[src/rtl/mode_seq_pkg.sv]
package mode_seq_pkg;

  typedef enum logic [1:0] {
    MODE_SLEEP = 2'd0,
    MODE_SMALL = 2'd1,
    MODE_LARGE = 2'd2
  } retMode_e;

  // control -> datapath strobes
  typedef struct packed {
    logic capture;
    logic latchKey;
    logic commit;
  } seqStrobe_t;

  // datapath -> control compare results
  typedef struct packed {
    logic topHit;
    logic lanesOn;
    logic rdaMatch;
    logic onesMatch;
  } seqFlags_t;

endpackage

[src/rtl/mode_seq_data.sv]
module mode_seq_data
  import mode_seq_pkg::*;
#(
  parameter int ADDR_W  = 22,
  parameter int DATA_W  = 16,
  parameter int SMALL_W = 19,
  parameter int LARGE_W = 20
) (
  input  logic              clk,
  input  logic              rstN,
  input  logic [ADDR_W-1:0] cycAddr,
  input  logic [DATA_W-1:0] cycData,
  input  logic [DATA_W/8-1:0] cycByteEn,
  input  seqStrobe_t        strobe,
  output seqFlags_t         flags,
  output logic              keyBad,
  output logic [1:0]        retMode,
  output logic              keepAny,
  output logic [ADDR_W-1:0] keepLimit
);

  localparam int LANES = DATA_W / 8;
  localparam logic [DATA_W-1:0] KEY_SLEEP = '1;
  localparam logic [DATA_W-1:0] KEY_SMALL = {{(DATA_W-2){1'b1}}, 2'b01};
  localparam logic [DATA_W-1:0] KEY_LARGE = {{(DATA_W-2){1'b1}}, 2'b00};
  localparam logic [ADDR_W-1:0] LIM_SMALL = ADDR_W'((64'd1 << SMALL_W) - 64'd1);
  localparam logic [ADDR_W-1:0] LIM_LARGE = ADDR_W'((64'd1 << LARGE_W) - 64'd1);

  logic [DATA_W-1:0] laneMask;
  logic [DATA_W-1:0] filled;
  logic [DATA_W-1:0] rdaReg;
  logic [DATA_W-1:0] pendKey;
  retMode_e          modeReg;
  retMode_e          pendMode;
  logic              pendLegal;

  genvar g;
  generate
    for (g = 0; g < LANES; g++) begin : gLane
      assign laneMask[g*8 +: 8] = {8{cycByteEn[g]}};
    end
  endgenerate

  assign filled          = cycData | ~laneMask;
  assign flags.topHit    = &cycAddr;
  assign flags.lanesOn   = |cycByteEn;
  assign flags.rdaMatch  = ((cycData ^ rdaReg) & laneMask) == '0;
  assign flags.onesMatch = &filled;

  always_comb begin
    pendLegal = 1'b1;
    pendMode  = MODE_SLEEP;
    case (pendKey)
      KEY_SLEEP: pendMode = MODE_SLEEP;
      KEY_SMALL: pendMode = MODE_SMALL;
      KEY_LARGE: pendMode = MODE_LARGE;
      default:   pendLegal = 1'b0;
    endcase
  end

  assign keyBad = ~pendLegal;

  always_ff @(posedge clk or negedge rstN) begin
    if (!rstN) begin
      rdaReg  <= '0;
      pendKey <= '1;
      modeReg <= MODE_SLEEP;
    end else begin
      if (strobe.capture)  rdaReg  <= cycData;
      if (strobe.latchKey) pendKey <= filled;
      if (strobe.commit && pendLegal) modeReg <= pendMode;
    end
  end

  always_comb begin
    case (modeReg)
      MODE_SMALL: keepLimit = LIM_SMALL;
      MODE_LARGE: keepLimit = LIM_LARGE;
      default:    keepLimit = '0;
    endcase
  end

  assign retMode = modeReg;
  assign keepAny = modeReg != MODE_SLEEP;


  mode_only_on_commit_chk: assert property (@(posedge clk) disable iff (!rstN)
    (modeReg != $past(modeReg)) |-> $past(strobe.commit));

endmodule

[src/rtl/mode_seq_ctrl.sv]
module mode_seq_ctrl
  import mode_seq_pkg::*;
(
  input  logic       clk,
  input  logic       rstN,
  input  logic       cycValid,
  input  logic       cycWrite,
  input  seqFlags_t  flags,
  input  logic       keyBad,
  output seqStrobe_t strobe,
  output logic       progDone,
  output logic       keyErr,
  output logic       abortOut,
  output logic       abortWriteOk
);

  typedef enum logic [2:0] {
    ST_IDLE, ST_S1, ST_S2, ST_S3, ST_S4, ST_S5
  } seqState_e;

  seqState_e state, stateNxt;
  logic startHit, wrTop, stepOk, abortNxt, softNxt;

  assign startHit = cycValid & ~cycWrite & flags.topHit & flags.lanesOn;
  assign wrTop    = cycValid &  cycWrite & flags.topHit & flags.lanesOn;

  always_comb begin
    stepOk = 1'b0;
    case (state)
      ST_S1, ST_S2: stepOk = wrTop & flags.rdaMatch;
      ST_S3, ST_S5: stepOk = wrTop & flags.onesMatch;
      ST_S4:        stepOk = wrTop;
      default:      stepOk = 1'b0;
    endcase
  end

  always_comb begin
    stateNxt = state;
    strobe   = '0;
    abortNxt = 1'b0;
    softNxt  = 1'b0;
    if (state == ST_IDLE) begin
      if (startHit) begin
        stateNxt       = ST_S1;
        strobe.capture = 1'b1;
      end
    end else if (stepOk) begin
      case (state)
        ST_S1:   stateNxt = ST_S2;
        ST_S2:   stateNxt = ST_S3;
        ST_S3:   stateNxt = ST_S4;
        ST_S4: begin
          stateNxt        = ST_S5;
          strobe.latchKey = 1'b1;
        end
        default: begin
          stateNxt      = ST_IDLE;
          strobe.commit = 1'b1;
        end
      endcase
    end else if (cycValid) begin
      abortNxt       = 1'b1;
      softNxt        = cycWrite & ((state == ST_S1) | (state == ST_S2));
      stateNxt       = startHit ? ST_S1 : ST_IDLE;
      strobe.capture = startHit;
    end
  end

  always_ff @(posedge clk or negedge rstN) begin
    if (!rstN) begin
      state        <= ST_IDLE;
      progDone     <= 1'b0;
      keyErr       <= 1'b0;
      abortOut     <= 1'b0;
      abortWriteOk <= 1'b0;
    end else begin
      state        <= stateNxt;
      progDone     <= strobe.commit;
      keyErr       <= strobe.commit & keyBad;
      abortOut     <= abortNxt;
      abortWriteOk <= softNxt;
    end
  end


  done_not_abort_chk: assert property (@(posedge clk) disable iff (!rstN)
    progDone |-> !abortOut);


  keyerr_with_done_chk: assert property (@(posedge clk) disable iff (!rstN)
    keyErr |-> progDone);


  softwrite_with_abort_chk: assert property (@(posedge clk) disable iff (!rstN)
    abortWriteOk |-> abortOut);


  hold_without_cycle_chk: assert property (@(posedge clk) disable iff (!rstN)
    !cycValid |=> (state == $past(state)) && !abortOut && !progDone);

endmodule

[src/rtl/mode_seq_detect.sv]
module mode_seq_detect
  import mode_seq_pkg::*;
#(
  parameter int ADDR_W  = 22,
  parameter int DATA_W  = 16,
  parameter int SMALL_W = 19,
  parameter int LARGE_W = 20
) (
  input  logic                clk,
  input  logic                rstN,
  input  logic                cycValid,
  input  logic                cycWrite,
  input  logic [ADDR_W-1:0]   cycAddr,
  input  logic [DATA_W-1:0]   cycData,
  input  logic [DATA_W/8-1:0] cycByteEn,
  output logic [1:0]          retMode,
  output logic                keepAny,
  output logic [ADDR_W-1:0]   keepLimit,
  output logic                progDone,
  output logic                keyErr,
  output logic                abortOut,
  output logic                abortWriteOk
);

  seqStrobe_t strobe;
  seqFlags_t  flags;
  logic       keyBad;

  mode_seq_ctrl uCtrl (
    .clk(clk), .rstN(rstN), .cycValid(cycValid), .cycWrite(cycWrite),
    .flags(flags), .keyBad(keyBad), .strobe(strobe),
    .progDone(progDone), .keyErr(keyErr),
    .abortOut(abortOut), .abortWriteOk(abortWriteOk)
  );

  mode_seq_data #(
    .ADDR_W(ADDR_W), .DATA_W(DATA_W), .SMALL_W(SMALL_W), .LARGE_W(LARGE_W)
  ) uData (
    .clk(clk), .rstN(rstN), .cycAddr(cycAddr), .cycData(cycData),
    .cycByteEn(cycByteEn), .strobe(strobe), .flags(flags), .keyBad(keyBad),
    .retMode(retMode), .keepAny(keepAny), .keepLimit(keepLimit)
  );

endmodule

[config.mk]
export PLATFORM = sky130hd
export DESIGN_NAME = mode_seq_detect
export DESIGN_NICKNAME = d
export VERILOG_FILES = /design/src/rtl/mode_seq_pkg.sv /design/src/rtl/mode_seq_data.sv /design/src/rtl/mode_seq_ctrl.sv /design/src/rtl/mode_seq_detect.sv
export SDC_FILE = /design/constraint.sdc
export NUM_CORES = 1
export LEC_CHECK = 0
export ABC_AREA = 1
export BUFFER_PORTS_ARGS = -buffer_cell sky130_fd_sc_hd__buf_2
export CAP_MARGIN = 20
export CORE_ASPECT_RATIO = 1.4
export CORE_MARGIN = 4
export CORE_UTILIZATION = 47
export CTS_CLUSTER_DIAMETER = 120
export CTS_CLUSTER_SIZE = 20
export DETAILED_ROUTE_END_ITERATION = 8
export GPL_TIMING_DRIVEN = 1
export PLACE_DENSITY = 0.85
export SYNTH_ARGS = -nofsm -noshare
export SYNTH_HDL_FRONTEND = slang
export SYNTH_SLANG_ARGS = --single-unit
export TNS_END_PERCENT = 20
[constraint.sdc]
create_clock -name clk -period 1.62 [get_ports clk]
set_input_delay 0.081 -clock clk [delete_from_list [all_inputs] [get_ports clk]]
set_output_delay 0.081 -clock clk [all_outputs]
set_load 0.02 [all_outputs]
Word level (Yosys, flattened, before mapping)
Index checks and enable logic that the tools add are counted.

word-level totals
  register bits after elaboration = 41
  latch bits = 0
  memory bits (writable) = 0
  memory bits (read-only) = 0
  bits of input ports = 44
  output and inout port bits = 29
  logic and storage cells = 73
  memories kept = 0

operators by class
  add/sub/neg operators = 0
  multiply operators = 0
  div/mod/pow operators = 0
  magnitude comparators = 0
  equality and inequality tests = 11
  shift operators = 0
  mux-type cells = 24
  bitwise gates (word level) = 17
  reduce and logical (&&, ||, !) cells = 13

operator list
  cell                  number
  $eq 16x16->1 const B  3
  $pmux 20 s2           1
  $reduce_and 22->1     1
  $and 16x16->16        1
  $logic_not 16->1      1
  $not 16->16           1
  $or 16x16->16         1
  $reduce_and 16->1     1
  $xor 16x16->16        1
  $mux 1                14
  $mux 3                4
  $pmux 3 s4            1
  $and 1x1->1           10
  $eq 3x2->1 const B    2
  $eq 3x3->1 const B    2
  $reduce_or 2->1       3
  $mux 2                2
  $pmux 2 s2            1
  $reduce_or 4->1       1
  $eq 3x1->1 const B    1
  $logic_not 3->1       1
  $pmux 1 s3            1
  $reduce_bool 3->1     1
  $reduce_or 3->1       1
  8 further kinds       9

Longest topological paths before layout
Gate-level depths: netlist (run 1).

  word-level depth = 8
  mapped depth = 15
  mapped depth without buffers = 15

Cells and area by module
From an unflattened synthesis (run 1), not the netlist that was laid out.

unflattened totals
  cells, all modules = 334
  area total of the unflattened synthesis = 2423.6 sq um

by module, submodules not included
  module         times used  cells each  area an instance (sq um)
  mode_seq_data  1           281         2039.5
  mode_seq_ctrl  1           53          384.1

Worst setup path after synthesis (run 1)
No wires, ideal clock.

  kind = flip-flop to flip-flop
  start point = reg uData.pendKey[0]
  end point = reg uData.modeReg[1] (netlist: uData.retMode[1])
  setup time = 0.117 ns
  arrival time = 1.397 ns
  required time = 1.503 ns
  path slack = 0.105 ns
  cell stages (with the launch flop) = 8
  path buffers = 0
  period minus slack after synthesis = 1.515 ns
  cell sequence = dfstp_2 > inv_1 > nand2_1 > nand3_1 > nor4_1 > nand3_2 > nand2_1 > nand2_1

on the way
  longest elaborated chain between the ends = 4
  elaborated cells on any way between the ends = 7

RTL lines
  item                       RTL line             text
  start: declaration         mode_seq_data.sv:32  logic [DATA_W-1:0] pendKey;
  start signal: assignment   mode_seq_data.sv:70  if (strobe.latchKey) pendKey <= filled;
  $eq 16x16->1               mode_seq_data.sv:53  case (pendKey)
  $reduce_or 3->1 (no line)  -
  $mux 1                     mode_seq_data.sv:53
  $logic_and 1x1->1          mode_seq_data.sv:71  if (strobe.commit && pendLegal) modeReg <= pendMode;
  end signal: assignment     mode_seq_data.sv:71
  end: declaration           mode_seq_data.sv:33  retMode_e modeReg;

Parallel ways exist; a longest one is shown, timed or not.
A chain may end at the register's enable or synchronous reset.

Worst setup path in the final report (run 1)
  start point = reg uCtrl.state[1]
  end point = reg uData.pendKey[11]

on the way
  longest elaborated chain between the ends = 5
  elaborated cells on any way between the ends = 12

RTL lines
  item                                      RTL line             text
  start: declaration                        mode_seq_ctrl.sv:21  seqState_e state, stateNxt;
  start signal: assignment                  mode_seq_ctrl.sv:77  state <= stateNxt;
  $eq 3x3->1, or another cell as far along  mode_seq_ctrl.sv:29  case (state)
  $reduce_or 2->1                           mode_seq_ctrl.sv:29
  $pmux 1 s3                                mode_seq_ctrl.sv:29
  $mux 2                                    mode_seq_ctrl.sv:47  end else if (stepOk) begin
  $mux 2 *                                  mode_seq_ctrl.sv:42  if (state == ST_IDLE) begin

Mark *: on every way between the ends. The rest lies on a longest branch, timed or not.

==> results of run 1 <==
-- registers in the layout (all words and copies together) (netlist names) --
| register | cells |
|---|---|
| uCtrl.abortOut | 1 |
| uCtrl.abortWriteOk | 1 |
| uCtrl.keyErr | 1 |
| uCtrl.progDone | 1 |
| uCtrl.state | 3 |
| uData.pendKey | 16 |
| uData.rdaReg | 16 |
| uData.retMode | 2 |
-- power by group through the flow --
stage | logic (uW) | clock network [uW] | registers, uW
after detailed placement | 345 | 0 | 1080
after global routing | 405 | 917 | 1060
after global placement | 338 | 0 | 1080
after CTS | 356 | 880 | 1060
after floorplan | 197 | 0 | 1090
final | 356 | 865 | 1060
-- critical path, cell delays in order, from the launching register on --
cell and delay (ns):
dfrtp_1 0.45, nor2_1 0.25, inv_1 0.13, nor2_2 0.18, nand2_1 0.11, buf_4 0.23
o21ai_0 0.18
-- through the flow --
step	TNS [ns]	instance area [um2]	worst slack [ns]	total power, uW
5_1_grt	-1.33	2960	-0.0841	2390
3_5_place_dp	0	2820	0.0484	1430
3_3_place_gp	0	2820	0.164	1420
4_1_cts	0	2950	0.0279	2300
2_1_floorplan	0	2560	0.105	1290
6_report	0	2960	0.0111	2280
-- layer usage --
metal,vias up,track usage (%),part of all wire [%]
li1,1254,-,-
met1,1090,18.9,41
met2,73,31.1,52
met3,10,3.16,5.1
met4,0,7.99,2.1
met5,-,0,0
-- timing repair --
action / in CTS / in global routing
setup buffers: 0 / 0
gates resized for setup: 1 / 1
hold buffers: 1 / 0
endpoints found under the hold margin: 25 / 0
endpoints found under the setup margin: 3 / 42
-- placed cells by master (no fill, tap or decap), types with 2 or more instances in the layout --
master | netlist | routed
dfrtp_1 | 25 | 25
nand3_1 | 5 | 5
nor2_2 | 1 | 2
o21ai_0 | 20 | 20
clkbuf_8 | 0 | 6
nand4_1 | 11 | 11
conb_1 | 1 | 2
buf_4 | 20 | 4
o21ai_1 | 15 | 15
nor2_1 | 48 | 47
nand3_2 | 2 | 2
nand2_1 | 137 | 137
dfstp_2 | 16 | 16
inv_1 | 45 | 45
inv_2 | 2 | 2
a21oi_1 | 11 | 11
buf_2 | 3 | 70
nor3_1 | 2 | 2
-- cell type report --
cell class	instances	area, um2
tap	66	82.6
fill	478	2280
multi-input combinational	262	1140
inverter	47	176
sequential	41	1050
timing repair buffer	75	390
clock inverter	1	30.0
clock buffer	7	86.3
-- worst paths after layout --
check | slack, ns | from | end | depth (start not counted)
worst max-delay path | 0.01 | uCtrl.state[1] | uData.pendKey[11] | 6
worst min-delay path | 0.08 | cycData[6] | uData.pendKey[6] | 3
worst max register to register | 0.01 | uCtrl.state[1] | uData.pendKey[11] | 6
worst min register to register | 0.48 | uData.pendKey[12] | uData.pendKey[12] | 2
max in group asynchronous | 0.87 | rstN | uData.pendKey[6] | 3
min in group asynchronous | 0.37 | rstN | uData.retMode[1] | 3
-- cells by family (layout without fill, tap and decap cells) --
family / Yosys count / count (layout)
buffers and inverters: 75 / 130
DFF: 41 / 41
other: 1 / 2
and+or+nand+nor: 211 / 211
AOI/OAI and AO/OA: 47 / 47
adders and majority gates: 2 / 2
==> qor.yml, run 1 <==
detailroute.via_count: 2427
dieHeight_um: 95.3
worst_pin_slew_ns: 0.516
seq_power_share_pct: 46.5
drive_above_1_share_pct: 24.9
fin_hold_ws_ns: 0.0835
final_util_pct: 56.4
maxCapViolCount: 0
antenna-diode-count: 0
cts_root_buf: "clkbuf_8"
post-dp-hpwl_um: 4170
clockBufferDepth: 2
yosys_warnings: 0
final_nets: 478
power_density_nw_per_um2: 772
die-area_um2: 6700
synth-adder-area-share_pct: 0.979
worst_ep_arrival_time_ns: 1.83
die_x_um: 70.3
ys_seq_area_share_pct: 40.9
final-max-slew-violation-count: 0
critPathLaunchType: "flip-flop"
synth_top_family_by_area: "simple AND/OR/NAND/NOR gates"
wl_per_cell_um: 11.1
synth_common_cells: "137 x nand2_1, 48 x nor2_1, 45 x inv_1, 25 x dfrtp_1"
io_buffers: 70
cts_tree: "done"
syn_area_um2: 2560
synth-async-reset-ratio_pct: 100
synthMuxAreaShare_pct: 0
cp-end-kind: "flip-flop"
skew_ns: 0.0109
rows: 31
period_needed_ns: 1.61
synth-edff-count: 0
swShare_pct: 26.7
p_switching_uw: 608
vias_per_cell: 4.86
grt.overflow.total: 0
wl_um: 5520
drt_iter0_drc: 100
hp-class: "input pin to flip-flop"
path_class: "flip-flop to flip-flop"
place_inst: 490
postSynthCellCount: 377
start_util_pct: 48.8
grt_pass1_wl_um: 9270
synth-compound-area-share_pct: 9.45
core_area_um2: 5240
first_global_vias: 2280
antenna_found_initial: 0
synth_xor_area_share_pct: 0
status: "complete, no violations"
rsz0062_at_grt: "yes"
synth_ff_type: "dfrtp_1"
clkTransAtPathRegs_ns: 0.09
clock_sinks: 41
place_congestion: 0.945
yosysTopAreaCell: "dfrtp_1"
ant_nets: 0
grt_max_degree: 42
yosysUniqueCellTypes: 26
internal-power_uw: 1670
dr.pass1.iters: 4
stdcell_count: 499
yosys-top-cells-area: "dfrtp_1 24%, nand2_1 20%, dfstp_2 16%, nor2_1 7.0%, inv_1 6.6%"
fmaxAchievable_mhz: 622
peakVddDrop_uv: 642
final_hold_viol_count: 0
cp_max_fo: 30
worstPathRequired_ns: 1.84
ios: 73
clk_latency_ns: 0.30
numCtsBuffers: 5
synth.avg_cell_area_um2: 6.78
drc: 0
yosysMostFrequentCell: "nand2_1"
synth_top_area_share_pct: 24.5
relSlewSlack_pct: 65.6
synth-seq-cells: 41
syn_to_final_growth_pct: 15.6
setup_viol: 0
p_leak_uw: 0.00156
grt.total_usage_pct: 17.0
htreeDepth: 2
synth-simple-area-share_pct: 33.8
power.share.clock_pct: 37.9
min_period_over_period_pct: 99.3
combinationalPowerShare_pct: 15.6
No activity file was read; power rests on OpenSTA's default activity.
==> run 2, diff against run 1 <==
- ABC_AREA: 1 -> not set
- CORE_UTILIZATION: 47 -> 48
- CTS_BUF_LIST: not set -> sky130_fd_sc_hd__clkbuf_8
- PLACE_DENSITY: 0.85 -> 0.88
==> qor.yml, run 2 <==
power.share.clock_pct: 40.9  # was 37.9%
yosysUniqueCellTypes: 36  # was 26
top_layer: "met4"  # unchanged
wl_per_cell_um: 13.7  # was 11.1 um
setup_viol: 1  # was 0
post-dp-hpwl_um: 3630  # was 4170 um
worstPathRequired_ns: 1.81  # was 1.84 ns
seq_area_um2: 1050  # unchanged
fin_hold_ws_ns: 0.0672  # was 0.0835 ns
critPathLaunchType: "flip-flop"  # unchanged
crit_path_start: "uData.pendKey[12]"  # was uCtrl.state[1]
yosysTopAreaCell: "dfrtp_1"  # unchanged
synth-seq-cells: 41  # unchanged
core_area_um2: 4570  # was 5240 um2
min_from: "cycData[6]"  # unchanged
clkTransAtPathRegs_ns: 0.08  # was 0.09 ns
worst_ep_arrival_time_ns: 1.83  # about the same
synth-async-reset-ratio_pct: 100  # unchanged
layout_common_cells: "70 x buf_2, 25 x dfrtp_1, 21 x o21ai_0, 19 x nand4_1"  # was 137 x nand2_1, 70 x buf_2, 47 x nor2_1, 45 x inv_1, 25 x dfrtp_1
cts_root_buf: "clkbuf_8"  # unchanged
synth-edff-count: 0  # unchanged
min_period_over_period_pct: 102  # was 99.3%
syn_to_final_growth_pct: 23.3  # was 15.6%
setup_ws_ns: -0.0265  # was 0.0111 ns
final_common_cell: "buf_2"  # was nand2_1
syn_area_um2: 2300  # was 2560 um2
htreeDepth: 2  # unchanged
antenna_found_initial: 0  # unchanged
peakVddDrop_uv: 526  # was 642 uV
drc: 0  # unchanged
combinationalPowerShare_pct: 9.3  # was 15.6%
numCtsBuffers: 5  # unchanged
maxCapViolCount: 0  # unchanged
p_leak_uw: 0.00131  # was 0.00156 uW
synth.avg_cell_area_um2: 10.5  # was 6.78 um2
stdcell_count: 352  # was 499
period_needed_ns: 1.65  # was 1.61 ns
grt_max_degree: 42  # unchanged
p_switching_uw: 456  # was 608 uW
path_cells: "nand4_1, nor4_2, and4b_1, mux2_4"  # was nor2_1, inv_1, nor2_2, nand2_1, buf_4, o21ai_0
synth_top_area_share_pct: 27.2  # was 24.5%
failed_checks: "setup timing"
synth_ff_type: "dfrtp_1"  # unchanged
grt.total_usage_pct: 17.0  # about the same
cts_tree: "done"  # unchanged
reg_top3: "uData.pendKey: 16 flops, uData.rdaReg: 16 flops, uCtrl.state: 3 flops"  # unchanged
fillCellCount: 377  # was 478
dr_wl_met3_um: 333  # was 280 um
swShare_pct: 22.1  # was 26.7%
vias_per_cell: 5.02  # was 4.86
internal-power_uw: 1610  # was 1670 uW
detailroute.via_count: 1768  # was 2,427
clockBufferDepth: 2  # unchanged
rr_startpoint: "uData.pendKey[12]"  # was uCtrl.state[1]
status: "finished, violations left"  # was complete, no violations
cpLargestDelayFamily: "simple AND/OR/NAND/NOR gates"  # unchanged
drive_above_1_share_pct: 46.9  # was 24.9%
clk_latency_ns: 0.30  # about the same
rows: 29  # was 31
dr.pass1.iters: 4  # unchanged
io_buffers: 70  # unchanged
ys_seq_area_share_pct: 45.4  # was 40.9%
clock_sinks: 41  # unchanged
cp_max_fo: 2  # was 30
critPathMaxStageDelay_ns: 0.53  # was 0.45 ns
synth_common_cells: "25 x dfrtp_1, 21 x o21ai_0, 20 x buf_4, 19 x nand4_1"  # was 137 x nand2_1, 48 x nor2_1, 45 x inv_1, 25 x dfrtp_1
dieHeight_um: 90.0  # was 95.3 um
critical_path_buf_inv_count: 0  # was 2
yosysMostFrequentCell: "dfrtp_1"  # was nand2_1
skew_ns: 0.00653  # was 0.0109 ns
grt_pass1_wl_um: 7930  # was 9270 um
ant_nets: 0  # unchanged
place_congestion: 0.825  # was 0.945
die_x_um: 66.5  # was 70.3 um
dr_wl_met2_um: 2480  # was 2860 um
start_util_pct: 50.4  # was 48.8%
wl_met1_um: 1890  # was 2260 um
multiInputGateArea_um2: 1070  # was 1140 um2
first_global_vias: 1757  # was 2,280
fmaxAchievable_mhz: 607  # was 622 MHz
final-max-slew-violation-count: 0  # unchanged
seq_power_share_pct: 49.8  # was 46.5%
antenna-diode-count: 0  # unchanged
place_inst: 339  # was 490
crit_slowest_cell: "dfstp_2"  # was dfrtp_1
yosys_warnings: 0  # unchanged
die-area_um2: 5990  # was 6700 um2
wl_um: 4810  # was 5520 um
final_hold_viol_count: 0  # unchanged
postSynthCellCount: 219  # was 377
final_nets: 335  # was 478
rsz0062_at_grt: "yes"  # unchanged
hp-class: "input pin to flip-flop"  # unchanged
cp-end-kind: "flip-flop"  # unchanged
path_class: "flip-flop to flip-flop"  # unchanged
grt.overflow.total: 0  # unchanged
power_density_nw_per_um2: 728  # was 772 nW/um2
ios: 73  # unchanged
drt_iter0_drc: 39  # was 100
yosys-top-cells-area: "dfrtp_1 27%, dfstp_2 18%, buf_4 6.5%, mux2_4 6.5%, xnor2_1 6.5%"  # was dfrtp_1 24%, nand2_1 20%, dfstp_2 16%, nor2_1 7.0%, inv_1 6.6%
run 2: per-stage QoR:
stage                     TNS [ns]  area, um2  total power [uW]  setup slack, ns  utilization [%]
after floorplan                  0       2310              1120          0.00614                -
after global placement     -0.0413       2660              1230          -0.0413             58.2
after detailed placement   -0.0954       2660              1240          -0.0944             58.2
after CTS                  -0.0208       2820              2090          -0.0208             61.7
after global routing       -0.0837       2840              2150          -0.0609             62.1
final                      -0.0265       2840              2070          -0.0265             62.1
run 2: cell families (layout without fill, tap and decap cells):
logic type / count (synthesis) / after routing / synth area share (%)
adders and majority gates: 2 / 2 / 1.09
muxes: 18 / 18 / 10.4
AOI/OAI and AO/OA: 28 / 28 / 6.68
other: 1 / 2 / 0.163
and+or+nand+nor: 77 / 77 / 20.0
buffers and inverters: 34 / 104 / 9.45
xor gates and xnor gates: 18 / 18 / 6.84
DFF: 41 / 41 / 45.4
run 2: power groups by stage:
stage               combinational, uW  sequential, uW  clock, uW
floorplan                        65.9            1050          0
global placement                  186            1050          0
global route                      214            1030        906
finish                            192            1030        846
detailed placement                190            1050          0
CTS                               194            1030        863
run 2: cell type report:
type | count | share of cell area [%]
Multi-Input combinational cell | 145 | 37.5
Timing Repair Buffer | 89 | 17.9
Inverter | 7 | 0.925
Sequential cell | 41 | 36.8
Tap cell | 62 | 2.73
Clock inverter | 2 | 1.19
Clock buffer | 6 | 2.91
run 2: worst paths after layout:
check	to	slack, ns	cells past startpoint
min	uData.rdaReg[6]	0.07	2
max reg2reg	uData.retMode[1]	-0.03	4
min in group asynchronous	uData.rdaReg[8]	0.36	3
max	uData.retMode[1]	-0.03	4
max in group asynchronous	uData.pendKey[1]	0.89	3
min reg2reg	uData.pendKey[6]	0.48	2
run 2: worst reg2reg max path, cell delays in order (launching register included):
cell	delay, ns
dfstp_2	0.53
nand4_1	0.12
nor4_2	0.31
and4b_1	0.28
mux2_4	0.30
run 2: routing by layer:
| metal | track usage [%] | vias to the layer above |
|---|---|---|
| li1 | - | 874 |
| met1 | 19.3 | 825 |
| met2 | 29.7 | 62 |
| met3 | 3.49 | 7 |
| met4 | 7.80 | 0 |
| met5 | 0 | - |
run 2: timing repair:
item                                    in CTS  in global routing
hold endpoints to repair                    25                  0
buffers inserted                             3                  1
resized for setup                            2                  3
endpoints found under the setup margin       2                 22
hold buffers                                 1                  0
pin swaps                                    3                  3
